--- src/rtl/mdma_pkg.sv ---
package mdma_pkg;

  typedef enum logic [1:0] {
    LAY_C   = 2'b00,
    LAY_D   = 2'b01,
    LAY_E   = 2'b10,
    LAY_RSV = 2'b11
  } tri_layout_e;

  typedef enum logic [1:0] {
    CM_SINGLE = 2'b00,
    CM_DUAL   = 2'b01,
    CM_TRIPLE = 2'b10
  } cnt_mode_e;

  localparam logic [2:0] AM_NOUPD = 3'b100;
  localparam logic [2:0] AM_INC   = 3'b101;

  typedef struct packed {
    logic [2:0]  src_mode;
    logic [2:0]  dst_mode;
    logic        tri_en;
    logic        tri_dst;
    tri_layout_e layout;
    logic        pair;
  } chan_cfg_t;

endpackage

--- src/rtl/mdma_counter.sv ---
module mdma_counter
  import mdma_pkg::*;
#(
  parameter int CW = 24
) (
  input  logic          clk,
  input  logic          rst,
  input  logic          load,
  input  logic [CW-1:0] cnt_in,
  input  logic          step,
  input  cnt_mode_e     mode,
  input  tri_layout_e   layout,
  output logic [CW-1:0] cnt,
  output logic          z_lo,
  output logic          z_mid,
  output logic          last
);

  localparam int HALF = CW / 2;
  localparam int QTR  = CW / 4;
  localparam logic [CW-1:0] ONES = '1;
  localparam logic [CW-1:0] M_Q  = ONES >> (CW - QTR);
  localparam logic [CW-1:0] M_H  = ONES >> (CW - HALF);
  localparam logic [CW-1:0] ONE  = {{(CW-1){1'b0}}, 1'b1};

  logic [CW-1:0] pre;
  logic [CW-1:0] lo_mask, mid_mask, lo_unit, hi_unit, nxt;

  // field geometry for the active counter split
  always_comb begin
    lo_mask  = ONES;
    mid_mask = '0;
    lo_unit  = ONE;
    hi_unit  = ONE;
    case (mode)
      CM_DUAL: begin
        lo_mask = M_H;
        lo_unit = ONE << HALF;
        hi_unit = ONE << HALF;
      end
      CM_TRIPLE: begin
        case (layout)
          LAY_D: begin
            lo_mask  = M_Q;
            mid_mask = M_H << QTR;
            lo_unit  = ONE << QTR;
            hi_unit  = ONE << (QTR + HALF);
          end
          LAY_E: begin
            lo_mask  = M_H;
            mid_mask = M_Q << HALF;
            lo_unit  = ONE << HALF;
            hi_unit  = ONE << (HALF + QTR);
          end
          default: begin
            lo_mask  = M_Q;
            mid_mask = M_Q << QTR;
            lo_unit  = ONE << QTR;
            hi_unit  = ONE << (2 * QTR);
          end
        endcase
      end
      default: ;
    endcase
  end

  assign z_lo  = (cnt & lo_mask) == '0;
  assign z_mid = (cnt & mid_mask) == '0;
  assign last  = cnt == '0;

  always_comb begin
    if (!z_lo)
      nxt = cnt - ONE;
    else if (!z_mid)
      nxt = ((cnt - lo_unit) & ~lo_mask) | (pre & lo_mask);
    else if (!last)
      nxt = ((cnt - hi_unit) & ~(lo_mask | mid_mask)) | (pre & (lo_mask | mid_mask));
    else
      nxt = pre;
  end

  always_ff @(posedge clk) begin
    if (rst) begin
      cnt <= '0;
      pre <= '0;
    end else if (load) begin
      cnt <= cnt_in;
      pre <= cnt_in;
    end else if (step) begin
      cnt <= nxt;
    end
  end

endmodule

--- src/rtl/mdma_addr_side.sv ---
module mdma_addr_side
  import mdma_pkg::*;
#(
  parameter int AW = 24
) (
  input  logic               clk,
  input  logic               rst,
  input  logic               load,
  input  logic [AW-1:0]      start_addr,
  input  logic               step,
  input  logic [2:0]         mode,
  input  logic               is3d,
  input  logic               pair,
  input  logic [3:0][AW-1:0] offs,
  input  logic               z_lo,
  input  logic               z_mid,
  output logic [AW-1:0]      addr
);

  localparam logic [AW-1:0] ONE = {{(AW-1){1'b0}}, 1'b1};

  logic [AW-1:0] delta;

  always_comb begin
    delta = '0;
    if (is3d) begin
      if (!z_lo)       delta = ONE;
      else if (!z_mid) delta = offs[{pair, 1'b0}];
      else             delta = offs[{pair, 1'b1}];
    end else if (!mode[2]) begin
      delta = z_lo ? offs[mode[1:0]] : ONE;
    end else if (mode == AM_INC) begin
      delta = ONE;
    end
  end

  always_ff @(posedge clk) begin
    if (rst)       addr <= '0;
    else if (load) addr <= start_addr;
    else if (step) addr <= addr + delta;
  end

endmodule

--- src/rtl/mdma_addr_gen.sv ---
module mdma_addr_gen
  import mdma_pkg::*;
#(
  parameter int AW = 24,
  parameter int CW = 24
) (
  input  logic            clk,
  input  logic            rst,
  input  logic            load_i,
  input  logic            start_i,
  input  logic            advance_i,
  input  logic [AW-1:0]   src_start_i,
  input  logic [AW-1:0]   dst_start_i,
  input  logic [CW-1:0]   count_i,
  input  logic [2:0]      src_mode_i,
  input  logic [2:0]      dst_mode_i,
  input  logic            tri_en_i,
  input  logic            tri_dst_i,
  input  logic [1:0]      tri_layout_i,
  input  logic            tri_pair_i,
  input  logic [4*AW-1:0] offsets_i,
  output logic [AW-1:0]   src_addr_o,
  output logic [AW-1:0]   dst_addr_o,
  output logic [CW-1:0]   count_o,
  output logic            done_o,
  output logic            busy_o
);

  localparam int NSIDE = 2;

  chan_cfg_t          cfg;
  cnt_mode_e          cmode;
  logic               acc_load, step, z_lo, z_mid, last;
  logic [3:0][AW-1:0] offs;
  logic [AW-1:0]      side_start [NSIDE];
  logic [2:0]         side_mode  [NSIDE];
  logic [AW-1:0]      side_addr  [NSIDE];

  assign offs     = offsets_i;
  assign acc_load = load_i & ~busy_o;
  assign step     = advance_i & busy_o;

  always_ff @(posedge clk) begin
    if (rst) cfg <= '0;
    else if (acc_load)
      cfg <= '{src_mode: src_mode_i, dst_mode: dst_mode_i, tri_en: tri_en_i,
               tri_dst: tri_dst_i, layout: tri_layout_e'(tri_layout_i),
               pair: tri_pair_i};
  end

  always_comb begin
    if (cfg.tri_en)                              cmode = CM_TRIPLE;
    else if (!cfg.src_mode[2] || !cfg.dst_mode[2]) cmode = CM_DUAL;
    else                                         cmode = CM_SINGLE;
  end

  mdma_counter #(.CW(CW)) u_cnt (
    .clk    (clk),
    .rst    (rst),
    .load   (acc_load),
    .cnt_in (count_i),
    .step   (step),
    .mode   (cmode),
    .layout (cfg.layout),
    .cnt    (count_o),
    .z_lo   (z_lo),
    .z_mid  (z_mid),
    .last   (last)
  );

  assign side_start[0] = src_start_i;
  assign side_start[1] = dst_start_i;
  assign side_mode[0]  = cfg.src_mode;
  assign side_mode[1]  = cfg.dst_mode;

  for (genvar g = 0; g < NSIDE; g++) begin : g_side
    mdma_addr_side #(.AW(AW)) u_side (
      .clk        (clk),
      .rst        (rst),
      .load       (acc_load),
      .start_addr (side_start[g]),
      .step       (step),
      .mode       (side_mode[g]),
      .is3d       (cfg.tri_en && (cfg.tri_dst == (g == 1))),
      .pair       (cfg.pair),
      .offs       (offs),
      .z_lo       (z_lo),
      .z_mid      (z_mid),
      .addr       (side_addr[g])
    );
  end

  assign src_addr_o = side_addr[0];
  assign dst_addr_o = side_addr[1];

  always_ff @(posedge clk) begin
    if (rst) begin
      busy_o <= 1'b0;
      done_o <= 1'b0;
    end else begin
      done_o <= step & last;
      if (step && last)         busy_o <= 1'b0;
      else if (start_i && !busy_o) busy_o <= 1'b1;
    end
  end

endmodule

--- config.mk ---
export PLATFORM = sky130hd
export DESIGN_NAME = mdma_addr_gen
export DESIGN_NICKNAME = d
export VERILOG_FILES = /design/src/rtl/mdma_pkg.sv /design/src/rtl/mdma_counter.sv /design/src/rtl/mdma_addr_side.sv /design/src/rtl/mdma_addr_gen.sv
export SDC_FILE = /design/constraint.sdc
export NUM_CORES = 1
export LEC_CHECK = 0
export BUFFER_PORTS_ARGS = -buffer_cell sky130_fd_sc_hd__buf_2
export CELL_PAD_IN_SITES_DETAIL_PLACEMENT = 0
export CELL_PAD_IN_SITES_GLOBAL_PLACEMENT = 2
export CORE_ASPECT_RATIO = 0.9
export CORE_UTILIZATION = 34
export CTS_BUF_LIST = sky130_fd_sc_hd__clkbuf_4 sky130_fd_sc_hd__clkbuf_8 sky130_fd_sc_hd__clkbuf_16
export DETAILED_ROUTE_END_ITERATION = 7
export PLACE_DENSITY_LB_ADDON = 0.1
export SYNTH_ARGS = -nofsm -noshare
export SYNTH_HDL_FRONTEND = slang
export SYNTH_SLANG_ARGS = --single-unit
--- constraint.sdc ---
create_clock -name clk -period 8.8 [get_ports clk]
set_clock_uncertainty 0.05 [all_clocks]
set_input_delay 0.44 -clock clk [delete_from_list [all_inputs] [get_ports clk]]
set_output_delay 0.44 -clock clk [all_outputs]
set_load 0.02 [all_outputs]
* Yosys cells after proc, flatten, opt, wreduce, memory -nomap -nowiden
Cells that the tools add are included.
Word-level totals: register bits after elaboration 109, bits in latches 0, memory bits (writable) 0, bits in read-only memories 0, bits of input ports 184, output and inout bits 74, word-level logic and storage cells 94, memories kept 0
Operators by class: add/subtract/negate cells 5, multiply operators 0, divide/modulo/power cells 0, order comparisons 4, equality and inequality tests 6, shifts and indexed selects 0, multiplexer cells 37, bitwise logic cells 16, reduce and logical (&&, ||, !) cells 14
Operators by type and width (number):
- 2-to-1 mux 24 bit | 24
- AND 24 bit | 6
- case mux 24 bit (2 select lines) | 3
- binary-select mux 24 bit (select 2 bit) | 2
- logical NOT 24 bit | 3
- OR 24 bit | 3
- adder 24 bit | 2
- NOT 24 bit | 2
- subtractor 24 bit | 2
- case mux 18 bit (2 select lines) | 1
- subtractor 24 x 1 -> 24 bit, second input constant | 1
- 2-to-1 mux 19 bit | 1
- 2-to-1 mux 13 bit | 1
- less-than comparator 2 x 3 -> 1 bit, second input constant | 4
- 2-to-1 mux 12 bit | 1
- == test 3 bit, second input constant | 2
- == test 2 x 1 -> 1 bit, second input constant | 2
- == test 2 bit, second input constant | 2
- logical AND 1 bit | 4
- OR reduction 2 bit | 2
- AND 1 bit | 3
- logical NOT 1 bit | 3
- 2-to-1 mux 1 bit | 3
- 2-to-1 mux 2 bit | 1
- 3 further kinds | 4

* Depth between registers and ports, before layout
Gate-level depths: netlist (run 1).
word-level depth 15, gate-level depth with buffers 21, depth with buffers taken out 19

* Hierarchy
A second synthesis (run 1) with hierarchy kept.
Second synthesis, totals: cell total of the unflattened synthesis 1347, area, all modules 11805.1 um2
By module, submodules not included:
- mdma_counter | instances 1, cells each 499, area an instance 3754.9 um2, sequential area each 960.9 um2
- mdma_addr_side at g_side[1].u_side | instances 1, cells each 393, area an instance 3727.3 um2, sequential area each 480.5 um2
- mdma_addr_side at g_side[0].u_side | instances 1, cells each 396, area an instance 3724.8 um2, sequential area each 480.5 um2
- mdma_addr_gen | instances 1, cells each 59, area an instance 598.1 um2, sequential area each 260.2 um2

* Least setup slack after synthesis (run 1)
Ideal clock, no wire load.
path kind flip-flop to flip-flop, start reg u_cnt.cnt[6], end reg g_side[1].u_side.addr[20], setup time 126 ps, data arrival time 4892 ps, data required time 8624 ps, slack 3732 ps, cell stages (with the launch flop) 18, path buffers 1, clock period less this slack 5068 ps, path through dfxtp_1 -> or4_1 -> or3_1 -> a21boi_2 -> buf_2 -> mux4_2 -> nor2_1 -> a21oi_1 -> ha_1 -> fa_1 -> a211oi_1 -> o21ai_0 -> a41oi_1 -> o211ai_1 -> a31o_2 -> a21o_1 -> o41ai_1 -> nor3_1
On the way: word-level cells in the longest chain between the ends 8, elaborated cells between the ends (all ways) 12, those cells by class add/sub: 1; mux: 7; bitwise: 2; reduce/logical: 2
RTL lines:
- start, declared | line mdma_counter.sv:13 | output logic [CW-1:0] cnt,
- start signal, assigned | line mdma_counter.sv:87 | cnt <= cnt_in;
- start signal, assigned | line mdma_counter.sv:90 | cnt <= nxt;
- AND 24 bit (on tied branches) | line mdma_counter.sv:67, mdma_counter.sv:68
- logical NOT 24 bit (on tied branches) | line mdma_counter.sv:67, mdma_counter.sv:68
- 2-to-1 mux 24 bit (on tied branches) | line mdma_addr_side.sv:31, mdma_addr_side.sv:28
- 2-to-1 mux 24 bit (on tied branches) | line mdma_addr_side.sv:30, mdma_addr_side.sv:27
- 2-to-1 mux 24 bit * | line mdma_addr_side.sv:26 | if (is3d) begin
- adder 24 bit * | line mdma_addr_side.sv:40 | else if (step) addr <= addr + delta;
- 2-to-1 mux 24 bit * | line mdma_addr_side.sv:40
- 2-to-1 mux 24 bit * | line mdma_addr_side.sv:39 | else if (load) addr <= start_addr;
- end signal, assigned | line mdma_addr_side.sv:39
- end signal, assigned | line mdma_addr_side.sv:40
- end, declared | line mdma_addr_side.sv:17 | output logic [AW-1:0] addr
Every way passes the cells marked *; elsewhere a longest branch is shown, timed or not. The select of a mux whose other input is x is not followed. A chain may end at the register's enable or synchronous reset.

* Worst setup path in the final report (run 1)
Ends and elaborated chain as after synthesis.

==> out/summary.json, run 1 <==
{
  "status": {
    "outcome": "finished, final reports clean"
  },
  "route": {
    "route.final.wire_length_mm": 40.0,
    "drt.antenna.violating_nets": 0,
    "wire_per_inst_um": 21.5,
    "route.detailed.drc": 0,
    "dr.pass1.iters": 5,
    "first_iter_violations": 609,
    "num_vias": 10600,
    "vias_per_cell": 5.70
  },
  "floorplan": {
    "pin_count": 258,
    "rows": 59,
    "chipHeight_um": 165,
    "initial_standard_cell_utilization_of_the_core_pct": 34.8,
    "horiz_die_dim_um": 184,
    "core_region_area_um2": 29000,
    "full_die_area_um2": 30400
  },
  "synthesis": {
    "edff_count_synth": 0,
    "synthesis.area_um2": 10100,
    "ys_dominant_reg_cell": "sky130_fd_sc_hd__dfxtp_1",
    "synthAdderAreaFrac_pct": 7.10,
    "synthesis.yosys.warnings": 0,
    "netlist-cell-type-count": 71,
    "avgSynthCellArea_um2": 7.94,
    "synth_compound_area_share_pct": 25.6,
    "synth_register_bits": 109,
    "post-synth-top-area-cell": "sky130_fd_sc_hd__dfxtp_1",
    "ys_seq_area_share_pct": 21.6,
    "synth-xor-area-share_pct": 5.37,
    "syn-instance-count": 1270,
    "synthMuxAreaShare_pct": 16.0,
    "async_s_r_ff_share_synth_pct": 0,
    "postSynthNetCount": 1510,
    "main_combinational_cell_family_by_area_after_synthesis": "compound AO/OA/AOI/OAI gates",
    "yosys.area_share.simple_pct": 19.4,
    "synth.top_cells.by_area": "sky130_fd_sc_hd__dfxtp_1, sky130_fd_sc_hd__mux4_2, sky130_fd_sc_hd__nand2_1, sky130_fd_sc_hd__ha_1, sky130_fd_sc_hd__a21oi_1",
    "synth.top_cell.area_share_pct": 21.6
  },
  "clock_tree": {
    "h-tree-depth": 3,
    "path_clk_slew_ns": 0.09,
    "max-clock-path-buffers": 2,
    "cts_inserted_buffers": 9,
    "clkSinkCount": 109,
    "post_cts.resized_instances": 0,
    "clk_root_buffer_cell": "sky130_fd_sc_hd__clkbuf_16",
    "clock_tree_from_tritoncts": "done",
    "cts_setup_buffers": 0,
    "postCtsHoldBufs": 0,
    "clk-insertion-delay-late_ns": 0.38
  },
  "sta": {
    "total_negative_slack_ns": 0,
    "timing.slew.headroom_pct": 24.0,
    "setup_viol": 0,
    "hold_viol": 0,
    "rsz0062_at_grt": "false",
    "period_needed_ns": 5.87,
    "drv_slew": 0,
    "max_clock_freq_mhz": 170,
    "tightestPinTransition_ns": 1.14,
    "final.period_utilization_pct": 66.7,
    "finalHoldWorstSlack_ns": 0.246
  },
  "worst_setup_path": {
    "cp.required_ns": 9.01,
    "arr_time_crit_path_ns": 6.07,
    "cp-end-kind": "flip-flop",
    "crit_fanout": 21,
    "crit_type": "reg -> reg",
    "worst_setup_path_start_kind": "flip-flop"
  },
  "final_layout": {
    "post_route_cells_drive_above_1_share_pct": 26.3,
    "final_nets": 1701,
    "fillers": 3067,
    "postLayoutCoreUtil_pct": 41.4,
    "area_growth_syn_to_layout_pct": 19.2
  },
  "placement": {
    "io_buffers": 257,
    "dpl.hpwl_mm": 29.4,
    "gpl.final_weighted_congestion": 0.847
  },
  "power_and_ir_drop": {
    "cellLeakagePower_nw": 5.01,
    "p_per_area_nw_per_um2": 153,
    "irDropWorstVdd_mv": 0.106
  },
  "min_path": {
    "hold_class": "in -> reg"
  },
  "run": {
    "drv_cap": 0
  },
  "global_routing": {
    "first_global_vias": 10300,
    "global_route_wire_length_before_repair_mm": 60.6,
    "grt_max_degree": 75,
    "number_of_antenna_violations_at_the_first_check_in_global_routing": 4,
    "track_usage_pct": 26.4,
    "overflow": 0
  }
}
-- worst max-delay path: stages (launching register included) --
cell	delay, ns
sky130_fd_sc_hd__dfxtp_1	0.38
sky130_fd_sc_hd__or4_1	0.55
sky130_fd_sc_hd__or3_1	0.40
sky130_fd_sc_hd__a21boi_4	0.52
sky130_fd_sc_hd__buf_4	0.51
sky130_fd_sc_hd__mux4_2	0.55
sky130_fd_sc_hd__nand2_1	0.10
sky130_fd_sc_hd__o2bb2ai_1	0.19
sky130_fd_sc_hd__fa_1	0.51
sky130_fd_sc_hd__a211oi_1	0.31
sky130_fd_sc_hd__o21ai_0	0.22
sky130_fd_sc_hd__a41oi_1	0.39
sky130_fd_sc_hd__o211ai_1	0.20
sky130_fd_sc_hd__a31o_2	0.31
sky130_fd_sc_hd__a21o_1	0.20
sky130_fd_sc_hd__o41ai_1	0.28
sky130_fd_sc_hd__nor3_1	0.07
-- flip-flops by register name, summed over array words and instances (netlist names) --
name / cells
u_cnt.cnt: 24
u_cnt.pre: 24
g_side.u_side.addr: 48
done_o: 1
busy_o: 1
cfg: 11
-- path summary, 6_finish.rpt --
path                      start                         to  slack [ns]  depth (start not counted)
setup reg to reg   u_cnt.cnt[6]  g_side[1].u_side.addr[20]        2.93                         16
hold / removal    src_mode_i[0]                     cfg[8]        0.25                          3
hold reg to reg   u_cnt.pre[11]              u_cnt.pre[11]        0.40                          2
setup / recovery   u_cnt.cnt[6]  g_side[1].u_side.addr[20]        2.93                         16
-- cell type report --
type                       instances  area [um2]  share of cell area (%)
clock inverter                     5         108                   0.895
antenna                            2        5.00                  0.0416
clock buffer                      11         240                    2.00
tap                              396         495                    4.12
inverter                          36         135                    1.12
timing repair buffer             273        1410                    11.7
multi-input combinational       1032        7450                    62.0
sequential                       109        2180                    18.2
-- cell families (layout without fill, tap and decap cells) --
group / count (synthesis) / in the layout
xor gates and xnor gates: 61 / 61
adders and majority gates: 56 / 56
other: 0 / 2
and+or+nand+nor: 439 / 439
buffers and inverters: 129 / 325
muxes: 74 / 74
AOI/OAI and AO/OA: 402 / 402
DFF: 109 / 109
-- Yosys cell counts, types with 7 or more instances --
cell / n
sky130_fd_sc_hd__xor2_1: 29
sky130_fd_sc_hd__a211oi_1: 25
sky130_fd_sc_hd__o21bai_1: 7
sky130_fd_sc_hd__a21o_1: 16
sky130_fd_sc_hd__o2bb2ai_1: 23
sky130_fd_sc_hd__nand2_1: 214
sky130_fd_sc_hd__or3_1: 10
sky130_fd_sc_hd__nor3_1: 33
sky130_fd_sc_hd__dfxtp_1: 109
sky130_fd_sc_hd__o221ai_1: 9
sky130_fd_sc_hd__o22ai_1: 35
sky130_fd_sc_hd__o211ai_1: 10
sky130_fd_sc_hd__mux4_2: 70
sky130_fd_sc_hd__nand2b_1: 12
sky130_fd_sc_hd__o21ai_0: 73
sky130_fd_sc_hd__inv_1: 36
sky130_fd_sc_hd__a21oi_1: 122
sky130_fd_sc_hd__nor2b_1: 9
sky130_fd_sc_hd__buf_2: 7
sky130_fd_sc_hd__clkbuf_1: 70
sky130_fd_sc_hd__ha_1: 54
sky130_fd_sc_hd__a311oi_1: 17
sky130_fd_sc_hd__nand3_1: 21
sky130_fd_sc_hd__nor2_1: 96
sky130_fd_sc_hd__a31oi_1: 26
sky130_fd_sc_hd__buf_1: 16
sky130_fd_sc_hd__xnor2_1: 31
-- power by group --
| group | internal, W | switching (W) | total, W |
|---|---|---|---|
| Combinational | 0.000296 | 0.000440 | 0.000736 |
| Sequential | 0.000534 | 0.0000639 | 0.000598 |
| Clock | 0.000287 | 0.000214 | 0.000501 |
| Total | 0.00112 | 0.000718 | 0.00184 |
-- metrics by stage --
step | area (um2) | instances | worst slack, ns | power (W)
CTS | 12000 | 1862 | 2.92 | 0.00184
finish | 12000 | 1864 | 2.93 | 0.00184
global placement | 11700 | 1846 | 3.00 | 0.00134
floorplan | 10100 | 1270 | 3.73 | 0.00109
detailed placement | 11700 | 1846 | 2.96 | 0.00134
global route | 12000 | 1864 | 2.50 | 0.00194
-- layer usage --
| metal | global-route usage [%] | part of all wire [%] | up-vias |
|---|---|---|---|
| li1 | - | - | 5136 |
| met2 | 40.9 | 44 | 348 |
| met1 | 37.7 | 48 | 5080 |
| met4 | 6.78 | 2.1 | 4 |
| met5 | 0 | 0.057 | - |
| met3 | 4.54 | 5.7 | 54 |
-- placed cells by master (no fill, tap or decap), drive strengths merged, types with 7 or more instances in the layout --
cell,instances
nand3,21
or3,10
clkbuf,11
o2bb2ai,23
nor2b,9
nand2,215
nor3,36
mux4,70
inv,37
nand2b,12
buf,273
ha,54
o21ai,75
xnor2,32
a31oi,26
a21o,16
dfxtp,109
a311oi,17
o211ai,10
xor2,29
o221ai,9
nor2,96
o21bai,7
a211oi,26
a21oi,122
o22ai,35
(Power assumes the default switching activity.)
==> run 2: changes to the inputs <==
--- a/config.mk
+++ b/config.mk
@@ -9,7 +9,7 @@
 export CELL_PAD_IN_SITES_DETAIL_PLACEMENT = 0
 export CELL_PAD_IN_SITES_GLOBAL_PLACEMENT = 2
 export CORE_ASPECT_RATIO = 0.9
-export CORE_UTILIZATION = 34
+export CORE_UTILIZATION = 31
 export CTS_BUF_LIST = sky130_fd_sc_hd__clkbuf_4 sky130_fd_sc_hd__clkbuf_8 sky130_fd_sc_hd__clkbuf_16
 export DETAILED_ROUTE_END_ITERATION = 7
 export PLACE_DENSITY_LB_ADDON = 0.1
==> constraint.sdc (replaced) <==
create_clock -name clk -period 5.4 [get_ports clk]
set_clock_uncertainty 0.05 [all_clocks]
set_input_delay 0.27 -clock clk [delete_from_list [all_inputs] [get_ports clk]]
set_output_delay 0.27 -clock clk [all_outputs]
set_load 0.02 [all_outputs]
==> run 2 against run 1 <==
- core utilization decreased by 3.4 points
- hold slack worse by 0.16 ns
- fmax is 15% higher
- sequential share of layout area down 0.20 points
- final cell count increased by 2.0%
- die area is 9.6% higher
- critical endpoint is now g_side[0].u_side.addr[20]
- highest routed layer unchanged
- via count up 1.1%
- flip-flop and latch count stayed put
==> out/summary.json, run 2 (synthesized netlist as in run 1, its figures left out) <==
{
  "status": {
    "outcome": "finished, final reports clean"
  },
  "worst_setup_path": {
    "crit_type": "reg -> reg",
    "critical_path.cell_chain": "or4_1 -> or3_1 -> a21boi_4 -> buf_12 -> mux4_2 -> nand2_1 -> o22ai_1 -> ha_1 -> a21o_1 -> a21oi_1 -> o21ai_0 -> a221oi_2 -> a21oi_2 -> a31oi_2 -> a21boi_0 -> xnor2_1 -> a211oi_1",
    "crit_fanout": 20,
    "cp.required_ns": 5.64,
    "crit_buf_inv": 1,
    "cp-end-kind": "flip-flop",
    "crit-reg2reg-launch": "u_cnt.cnt[9]",
    "critical-path-slowest-cell": "sky130_fd_sc_hd__or4_1",
    "worst_setup_path_start_kind": "flip-flop",
    "arr_time_crit_path_ns": 5.36,
    "reg2reg_to": "g_side[0].u_side.addr[20]",
    "timing.reg2reg.setup_slack_ns": 0.28,
    "reg2regPathDepth": 17,
    "largest_delay_share_family_worst_path": "compound AO/OA/AOI/OAI gates",
    "critical_path.max_stage_delay_ns": 0.52
  },
  "route": {
    "dr.pass1.iters": 7,
    "num_vias": 10700,
    "wire_per_inst_um": 21.7,
    "route.detailed.drc": 0,
    "first_iter_violations": 748,
    "route.final.wire_length_mm": 41.2,
    "vias_per_cell": 5.65,
    "drt.antenna.violating_nets": 0
  },
  "power_and_ir_drop": {
    "irDropWorstVdd_mv": 0.154,
    "clock_network_fraction_of_design_power_pct": 23.7,
    "power.share.combinational_pct": 42.9,
    "p_total_w": 0.00288,
    "internal_power_w": 0.00169,
    "power.share.switching_pct": 41.5,
    "p_per_area_nw_per_um2": 237,
    "power.share.sequential_pct": 33.4,
    "power_switching_w": 0.00120,
    "cellLeakagePower_nw": 5.07
  },
  "floorplan": {
    "full_die_area_um2": 33300,
    "chipHeight_um": 173,
    "rows": 62,
    "horiz_die_dim_um": 192,
    "initial_standard_cell_utilization_of_the_core_pct": 31.6,
    "pin_count": 258,
    "core_region_area_um2": 32000
  },
  "final_layout": {
    "largest_register": "g_side.u_side.addr",
    "post_route_cells_drive_above_1_share_pct": 27.6,
    "area_growth_syn_to_layout_pct": 20.5,
    "final_cells": 1901,
    "biggestRegsByFlops": "g_side.u_side.addr (48), u_cnt.cnt (24), u_cnt.pre (24)",
    "most_common_cell_after_layout_fill_and_taps_aside": "sky130_fd_sc_hd__buf_2",
    "largest_register_ffs": 48,
    "postLayoutCoreUtil_pct": 38.0,
    "final_cell_mix": "sky130_fd_sc_hd__buf_2, sky130_fd_sc_hd__nand2_1, sky130_fd_sc_hd__a21oi_1",
    "final_nets": 1718
  },
  "sta": {
    "setup_viol": 0,
    "timing.slew.headroom_pct": 26.0,
    "drv_slew": 0,
    "final.period_utilization_pct": 94.8,
    "tightestPinTransition_ns": 1.11,
    "period_needed_ns": 5.12,
    "total_negative_slack_ns": 0,
    "hold_viol": 0,
    "max_clock_freq_mhz": 195
  },
  "placement": {
    "gpl.final_weighted_congestion": 0.891,
    "dpl.hpwl_mm": 30.8,
    "io_buffers": 257,
    "dp_cells": 1882
  },
  "clock_tree": {
    "clk-insertion-delay-late_ns": 0.37,
    "cts_inserted_buffers": 9,
    "clock_tree_from_tritoncts": "done",
    "clk_root_buffer_cell": "sky130_fd_sc_hd__clkbuf_16",
    "h-tree-depth": 3,
    "max-clock-path-buffers": 2,
    "path_clk_slew_ns": 0.08,
    "clkSinkCount": 109
  },
  "global_routing": {
    "first_global_vias": 10300,
    "track_usage_pct": 24.8,
    "global_route_wire_length_before_repair_mm": 62.4,
    "number_of_antenna_violations_at_the_first_check_in_global_routing": 3,
    "overflow": 0,
    "grt_max_degree": 69
  },
  "min_path": {
    "min_to": "cfg[3]",
    "hold_class": "in -> reg",
    "min_delay_path_depth": 3,
    "hold_path_startpoint": "tri_dst_i"
  },
  "run": {
    "drv_cap": 0
  }
}
-- run 2: how the worst max path moves through the flow --
stage                        from                   endpoint  slack (ns)  depth (start not counted)
detailed placement  u_cnt.cnt[14]  g_side[0].u_side.addr[20]       -0.03                         17
global route         u_cnt.cnt[9]  g_side[0].u_side.addr[20]       -0.02                         17
CTS                  u_cnt.cnt[9]  g_side[0].u_side.addr[20]        0.06                         17
floorplan            u_cnt.cnt[6]  g_side[1].u_side.addr[20]        0.33                         17
global placement     u_cnt.cnt[9]  g_side[0].u_side.addr[20]        0.03                         17
finish               u_cnt.cnt[9]  g_side[0].u_side.addr[20]        0.28                         17
-- run 2: cell type report --
class | count | area (um2)
antenna | 2 | 5.00
clock buffer | 9 | 225
clock inverter | 7 | 51.3
fill | 3404 | 19800
inverter | 36 | 135
multi-input combinational | 1032 | 7490
sequential | 109 | 2180
tap | 416 | 520
timing repair buffer | 290 | 1550
-- run 2: repair_timing --
| item | CTS | global route |
|---|---|---|
| endpoints found under the hold margin | 0 | 0 |
| pin swaps | 0 | 3 |
| gates cloned | 0 | 0 |
| setup buffers | 0 | 1 |
| setup endpoints to repair | 1 | 9 |
| resized for setup | 2 | 7 |
| hold buffers | 0 | 0 |
-- run 2: power by group through the flow --
stage | combinational (W) | clock [W] | sequential [W]
6_report | 0.00124 | 0.000683 | 0.000963
5_1_grt | 0.00136 | 0.000731 | 0.000976
4_1_cts | 0.00123 | 0.000704 | 0.000964
3_5_place_dp | 0.00123 | 0 | 0.000982
3_3_place_gp | 0.00123 | 0 | 0.000982
2_1_floorplan | 0.000782 | 0 | 0.00100
-- run 2: per-stage QoR --
stage | worst slack, ns | area, um2 | hold slack (ns)
final | 0.280 | 12200 | 0.0874
after global routing | -0.0208 | 12200 | 0.0840
after CTS | 0.0643 | 12100 | 0.0686
after detailed placement | -0.0291 | 11800 | 0.398
after global placement | 0.0258 | 11800 | 0.392
after floorplan | 0.332 | 10100 | 0.350
-- run 2: routing by layer --
layer	global-route usage, %	share of wire (%)	vias up	wire length, um
li1	-	-	5171	-
met1	35.7	47	5178	19400
met2	38.5	45	360	18500
met3	4.26	6.7	32	2760
met4	5.09	1.3	2	533
met5	0	0.032	-	13
-- run 2: tightest hold or removal path, cell delays in order --
cell	delay [ns]
sky130_fd_sc_hd__buf_2	0.09
sky130_fd_sc_hd__nand2_1	0.05
sky130_fd_sc_hd__a21oi_1	0.05
